<file path="config.mk">
export PLATFORM = sky130hd
export DESIGN_NAME = eeprom_bitbang_port
export DESIGN_NICKNAME = d
export VERILOG_FILES = /design/src/rtl/ebb_pkg.sv /design/src/rtl/ebb_rst_sync.sv /design/src/rtl/ebb_ctrl_reg.sv /design/src/rtl/ebb_pin_mux.sv /design/src/rtl/eeprom_bitbang_port.sv
export SDC_FILE = /design/constraint.sdc
export NUM_CORES = 1
export LEC_CHECK = 0
export ABC_AREA = 0
export BUFFER_PORTS_ARGS = -buffer_cell sky130_fd_sc_hd__buf_2
export CORE_AREA = 2 2 39 41
export CTS_BUF_LIST = sky130_fd_sc_hd__clkbuf_8
export CTS_CLUSTER_DIAMETER = 40
export CTS_CLUSTER_SIZE = 25
export DETAILED_ROUTE_END_ITERATION = 7
export DIE_AREA = 0 0 41 43
export GPL_ROUTABILITY_DRIVEN = 0
export PLACE_DENSITY = 0.74
export RECOVER_POWER = 25
export SYNTH_ARGS = -nofsm -noshare
export SYNTH_HDL_FRONTEND = slang
export SYNTH_HIERARCHICAL = 1
export SYNTH_SLANG_ARGS = --single-unit
export TNS_END_PERCENT = 30
</file>
<file path="constraint.sdc">
create_clock -name clk -period 1.9 [get_ports clk]
set_input_delay 0.095 -clock clk [delete_from_list [all_inputs] [get_ports clk]]
set_output_delay 0.095 -clock clk [all_outputs]
set_load 0.01 [all_outputs]
</file>
<file path="src/rtl/ebb_pkg.sv">
package ebb_pkg;
  // register field positions (read and write share them)
  localparam int BIT_DAT = 0;
  localparam int BIT_SK  = 1;
  localparam int BIT_CS  = 2;
  localparam int BIT_EN  = 4;
  // pin lane indices in the pin multiplexer
  localparam int NPIN    = 3;
  localparam int LANE_CS = 0;
  localparam int LANE_SK = 1;
  localparam int LANE_DI = 2;

  typedef struct packed {
    logic en;
    logic cs;
    logic sk;
    logic di;
  } ebb_regs_t;
endpackage

</file>
<file path="src/rtl/ebb_rst_sync.sv">
module ebb_rst_sync #(
  parameter int STAGES = 2
) (
  input  logic clk,
  input  logic arst_n,
  output logic rst_n
);
  logic [STAGES-1:0] chain_q;

  always_ff @(posedge clk or negedge arst_n) begin
    if (!arst_n) chain_q <= '0;
    else         chain_q <= {chain_q[STAGES-2:0], 1'b1};
  end

  assign rst_n = chain_q[STAGES-1];
endmodule

</file>
<file path="src/rtl/ebb_ctrl_reg.sv">
module ebb_ctrl_reg
  import ebb_pkg::*;
(
  input  logic      clk,
  input  logic      rst_n,
  input  logic      srst_n,
  input  logic      stop_st,
  input  logic      susp_st,
  input  logic      wr_en,
  input  ebb_regs_t wr_val,
  output ebb_regs_t regs_q
);
  ebb_regs_t regs_d;
  logic      wr_ok;
  logic      ld;

  assign wr_ok = wr_en & (stop_st | susp_st);
  assign ld    = wr_ok | ~srst_n;

  always_comb begin
    regs_d = regs_q;
    if (wr_ok) regs_d = wr_val;
    if (!srst_n) begin
      regs_d.sk = 1'b0;
      regs_d.di = 1'b0;
    end
  end

  always_ff @(posedge clk or negedge rst_n) begin
    if (!rst_n)  regs_q <= '0;
    else if (ld) regs_q <= regs_d;
  end
endmodule

</file>
<file path="src/rtl/ebb_pin_mux.sv">
module ebb_pin_mux
  import ebb_pkg::*;
(
  input  logic            sw_en,
  input  logic            auto_busy,
  input  logic [NPIN-1:0] sw_lane,
  input  logic [NPIN-1:0] auto_lane,
  input  logic [NPIN-1:0] idle_lane,
  output logic [NPIN-1:0] pin_lane
);
  typedef enum logic [1:0] {OWN_IDLE, OWN_SW, OWN_AUTO} owner_e;
  owner_e owner;

  always_comb begin
    if (auto_busy)  owner = OWN_AUTO;
    else if (sw_en) owner = OWN_SW;
    else            owner = OWN_IDLE;
  end

  for (genvar i = 0; i < NPIN; i++) begin : g_lane
    always_comb begin
      unique case (owner)
        OWN_AUTO: pin_lane[i] = auto_lane[i];
        OWN_SW:   pin_lane[i] = sw_lane[i];
        default:  pin_lane[i] = idle_lane[i];
      endcase
    end
  end
endmodule

</file>
<file path="src/rtl/eeprom_bitbang_port.sv">
module eeprom_bitbang_port
  import ebb_pkg::*;
#(
  parameter int REG_W = 16
) (
  input  logic             clk,
  input  logic             hrst_n,
  input  logic             srst_n,
  input  logic             stop_st,
  input  logic             susp_st,
  input  logic             wr_en,
  input  logic [REG_W-1:0] wr_data,
  output logic [REG_W-1:0] rd_data,
  input  logic             auto_busy,
  input  logic             auto_cs,
  input  logic             auto_sk,
  input  logic             auto_di,
  input  logic             led_in,
  input  logic             link_in,
  input  logic             ee_do,
  output logic             ee_cs,
  output logic             ee_sk,
  output logic             ee_di
);
  logic            rst_n;
  ebb_regs_t       wr_val;
  ebb_regs_t       regs_q;
  logic [NPIN-1:0] sw_lane, auto_lane, idle_lane, pin_lane;
  logic            unused_rsv;

  ebb_rst_sync #(.STAGES(2)) u_rst (
    .clk(clk), .arst_n(hrst_n), .rst_n(rst_n)
  );

  assign wr_val.en = wr_data[BIT_EN];
  assign wr_val.cs = wr_data[BIT_CS];
  assign wr_val.sk = wr_data[BIT_SK];
  assign wr_val.di = wr_data[BIT_DAT];
  assign unused_rsv = ^wr_data;

  ebb_ctrl_reg u_reg (
    .clk(clk), .rst_n(rst_n), .srst_n(srst_n),
    .stop_st(stop_st), .susp_st(susp_st),
    .wr_en(wr_en), .wr_val(wr_val), .regs_q(regs_q)
  );

  always_comb begin
    sw_lane[LANE_CS]   = regs_q.cs;
    sw_lane[LANE_SK]   = regs_q.sk;
    sw_lane[LANE_DI]   = regs_q.di;
    auto_lane[LANE_CS] = auto_cs;
    auto_lane[LANE_SK] = auto_sk;
    auto_lane[LANE_DI] = auto_di;
    idle_lane[LANE_CS] = 1'b0;
    idle_lane[LANE_SK] = led_in;
    idle_lane[LANE_DI] = link_in;
  end

  ebb_pin_mux u_mux (
    .sw_en(regs_q.en), .auto_busy(auto_busy),
    .sw_lane(sw_lane), .auto_lane(auto_lane), .idle_lane(idle_lane),
    .pin_lane(pin_lane)
  );

  assign ee_cs = pin_lane[LANE_CS];
  assign ee_sk = pin_lane[LANE_SK];
  assign ee_di = pin_lane[LANE_DI];

  always_comb begin
    rd_data          = '0;
    rd_data[BIT_EN]  = regs_q.en;
    rd_data[BIT_CS]  = regs_q.cs;
    rd_data[BIT_SK]  = regs_q.sk;
    rd_data[BIT_DAT] = ee_do;
  end
endmodule

</file>
* Word level (Yosys, flattened, before mapping) *
Index checks and enable logic that the tools add are counted.

storage, ports and cells
  bits in registers = 6
  latch bits = 0
  RAM bits = 0
  memory bits (read-only) = 0
  input port bits = 29
  output and inout bits = 19
  word-level logic and storage cells = 21
  memories kept = 0

cells by class
  $add $sub $neg = 0
  multiply operators = 0
  div/mod/pow operators = 0
  magnitude comparators = 0
  eq/ne operators = 3
  shifts and indexed selects = 0
  mux-type cells = 7
  bitwise logic cells = 4
  reduce and logical (&&, ||, !) cells = 2

operator list
  cell                                           count
  two-way mux 2 bit                              3
  one-hot mux 1 bit (2 select lines)             3
  AND reduction 2 bit                            2
  == test 2 x 1 -> 1 bit, second input constant  1
  == test 2 bit, second input constant           1
  != test 2 x 1 -> 1 bit, second input constant  1
  OR 1 bit                                       2
  AND 1 bit                                      1
  two-way mux 1 bit                              1
  inverter 1 bit                                 1

* Depth between registers and ports, before layout *
  word-level depth = 4
  depth in mapped cells = 2
  gate-level depth less buffers = 2

* Modules after synthesis *
The synthesis kept the hierarchy.

by module, submodules not included
  module               times used  cells each  area each (µm²)  seq. area each (µm²)
  ebb_ctrl_reg         1           13          180.2            100.1
  eeprom_bitbang_port  1           14          101.3            0.0
  ebb_pin_mux          1           9           56.3             0.0
  ebb_rst_sync         1           3           53.8             50.0

* Least setup slack after synthesis *
OpenSTA, ideal clock, no wires.

  path type = flip-flop to output port
  start = register u_reg/regs_q[3] (netlist name)
  end = output ee_di
  arrival time = 0.796 ns
  data required time = 1.805 ns
  path slack = 1.009 ns
  stages on the path, launching flop included = 3
  buffers on the path = 0
  cell sequence = dfrtp_1 > mux2i_1 > o21ai_1

on the way
  cells in the longest elaborated chain, start to end = 4
  elaborated cells on any way between the ends = 5
  those cells by class = eq/ne (2); mux (3)

ends and longest elaborated chain
  element                                                         line                       source
  two-way mux 1 bit (*)                                           ebb_pin_mux.sv:16          else if (sw_en) owner = OWN_SW;
  two-way mux 2 bit (*)                                           ebb_pin_mux.sv:15          if (auto_busy) owner = OWN_AUTO;
  == test 2 x 1 -> 1 bit / == test 2 bit (equally long branches)  ebb_pin_mux.sv:22          unique case (owner)
  one-hot mux 1 bit (2 select lines) (*)                          ebb_pin_mux.sv:22
  to (decl)                                                       eeprom_bitbang_port.sv:23  output logic ee_di

Every way passes the cells marked *; elsewhere a longest branch is shown, timed or not.

* Worst setup path in the final report *
  start = register u_reg/regs_q[3] (netlist name)
  end = output ee_sk

on the way
  cells in the longest elaborated chain, start to end = 4
  elaborated cells on any way between the ends = 5
  those cells by class = eq/ne (2); mux (3)

ends and longest elaborated chain
  element                                                         line                       source
  two-way mux 1 bit (*)                                           ebb_pin_mux.sv:16
  two-way mux 2 bit (*)                                           ebb_pin_mux.sv:15
  == test 2 x 1 -> 1 bit / == test 2 bit (equally long branches)  ebb_pin_mux.sv:22
  one-hot mux 1 bit (2 select lines) (*)                          ebb_pin_mux.sv:22
  to (decl)                                                       eeprom_bitbang_port.sv:22  output logic ee_sk,

Marks and branches as above.

==> flow_summary.yaml <==
status:
  status: "complete, no violations"
synthesis:
  synth_top_cell_area_share_pct: 38.3
  synth.avg_cell_area_sq_um: 10.0
  synth-seq-area-share_pct: 38.3
  ys_ff_latch: 6
  syn_inst: 39
  synth_area_leader_cell: "dfrtp_1"
  ys_top_cells_by_area: "dfrtp_1, buf_4, mux2i_1"
  yosysUniqueCellTypes: 8
  yosys_warnings: 6
  syn_area_sq_um: 392
power_and_ir_drop:
  power.internal_uw: 318
  p_per_area_nw_per_um2: 823
  leakagePower_nw: 0.293
  p_comb_share_pct: 19.8
  clkPwrFrac_pct: 44.9
  peakVddDrop_v: 0.000465
  switching_share_pct: 25.1
  sequentialPowerShare_pct: 35.4
  p_switching_uw: 106
drt:
  via_per_inst: 3.75
  drtPass1Iterations: 2
  num_vias: 296
  drcViolationCount: 0
  drtIter0Drc: 3
  drtAntennaViolNets: 0
  drt-total-wl_um: 761
  wl_per_cell_um: 9.63
clock_network:
  cts_tree: "built"
  cts_setup_buffers: 0
  cts_buffer_depth: 2
  clk_pin_slew_ns: 0.04
  postCtsResizedCells: 0
  cts-buffers-inserted: 3
  clkLatencyLatePin_ns: 0.22
  numClockSinks: 6
  ctsHoldBuffers: 1
  htree_levels: 1
  clockRootBuffer: "clkbuf_8"
finish:
  diodes: 0
  synthToLayoutAreaGrowth_pct: 31.6
  drive_gt1_share_pct: 42.9
  final_common_cell: "buf_2"
  nNetsFinal: 94
  final_cell_mix: "buf_2, conb_1, nand2_1, dfrtp_1, mux2i_1"
timing:
  finalCritPeriodShare_pct: 63.8
  setup_violations: 0
  whs_ns: 0.0531
  skew_ns: 0.00302
  finalHoldViolCount: 0
  min_period_ns: 1.21
  clock.fmax_ghz: 0.825
  final.setup.tns_ns: 0
  rsz0062_at_grt: "false"
  finalMaxSlewViolations: 0
worst_setup_path:
  critPathRequiredTime_ns: 1.80
  critPathMaxFanout: 5
  worstSetupStartpointType: "register"
  path_class: "register to output port"
  worstPathArrival_ns: 1.12
  crit_path_end_kind: "output port"
  reg2regPathDepth: 1
grt:
  grt_pass1_wl_um: 1150
  grt_start_max_net_pins: 7
  grt_pass1_vias: 280
  antenna_found_initial: 0
  track_usage_pct: 10.4
  overflow: 0
floorplanning:
  start_util_pct: 28.3
  dieArea_sq_um: 1760
  fp-row-count: 14
  ios: 48
  die_y_um: 43
  die_x_um: 41
  core_area_sq_um: 1380
place:
  dp_hpwl_um: 645
  io_buffers: 21
hold_path:
  hold_path_class: "register to async pin"
flow_run:
  drv_cap: 0
power by group through the flow:
stage,registers (mW),logic (mW),clock network (mW)
after floorplan,0.153,0.0648,0
after global placement,0.151,0.0803,0
after detailed placement,0.152,0.0828,0
after CTS,0.150,0.0846,0.196
after global routing,0.152,0.0946,0.205
final,0.150,0.0839,0.190
cells by family after synthesis:
family | Yosys count | synth area share [%]
buffers and inverters | 13 | 24.9
multiplexers | 7 | 20.4
AND/OR/NAND/NOR | 7 | 6.71
flip-flops | 6 | 38.3
AO/OA/AOI/OAI | 4 | 7.67
other | 2 | 1.92
Yosys cell counts:
cell type  number
mux2_4          2
nand2_1         7
conb_1          2
o21ai_1         3
dfrtp_1         6
buf_4          13
mux2i_1         5
o21a_4          1
per-stage QoR:
stage               cells  total power [mW]  utilization (%)  setup WS, ns  instance area (sq um)
floorplan              51             0.218                -          1.01                    437
global placement       75             0.231             33.5         0.943                    464
detailed placement     75             0.235             33.5         0.912                    464
CTS                    79             0.431             37.3         0.672                    515
global route           79             0.452             37.3         0.614                    515
finish                 79             0.424             37.3         0.689                    515
path summary, 6_finish.rpt:
kind                                             startpoint                          end  slack (ns)
worst min-delay path             u_rst/chain_q[1]$_DFF_PN0_  u_reg/regs_q[3]$_DFFE_PN0P_        0.05
min in group clk                                 wr_data[2]  u_reg/regs_q[2]$_DFFE_PN0P_        0.11
worst min register to register   u_rst/chain_q[1]$_DFF_PN0_  u_reg/regs_q[3]$_DFFE_PN0P_        0.05
worst max-delay path            u_reg/regs_q[3]$_DFFE_PN0P_                        ee_sk        0.69
max in group asynchronous                            hrst_n   u_rst/chain_q[0]$_DFF_PN0_        1.61
worst max register to register  u_reg/regs_q[3]$_DFFE_PN0P_  u_reg/regs_q[3]$_DFFE_PN0P_        1.06
worst max-delay path, stage by stage (launching register included):
cell,delay (ns)
dfrtp_1,0.44
mux2i_1,0.25
o21ai_1,0.07
buf_2,0.13
state kept, by name, indices dropped and copies added, names as in the netlist:
| signal | flops |
|---|---|
| u_rst/chain_q | 2 |
| u_reg/regs_q | 4 |
layout make-up:
cell class / instances / area, sq um
Sequential cell: 6 / 150
Fill cell: 151 / 868
Timing Repair Buffer: 22 / 115
Multi-Input combinational cell: 32 / 189
Tap cell: 16 / 20.0
Clock buffer: 3 / 41.3
routing by layer:
metal / up-vias / global-route usage [%] / wire length [um] / share of wire, %
li1: 147 / - / - / -
met5: - / 0 / 0 / 0
met2: 22 / 17.8 / 404 / 53
met3: 2 / 6.28 / 99 / 13
met4: 0 / 6.00 / 13 / 1.7
met1: 125 / 8.22 / 244 / 32
(Power assumes the default switching activity.)
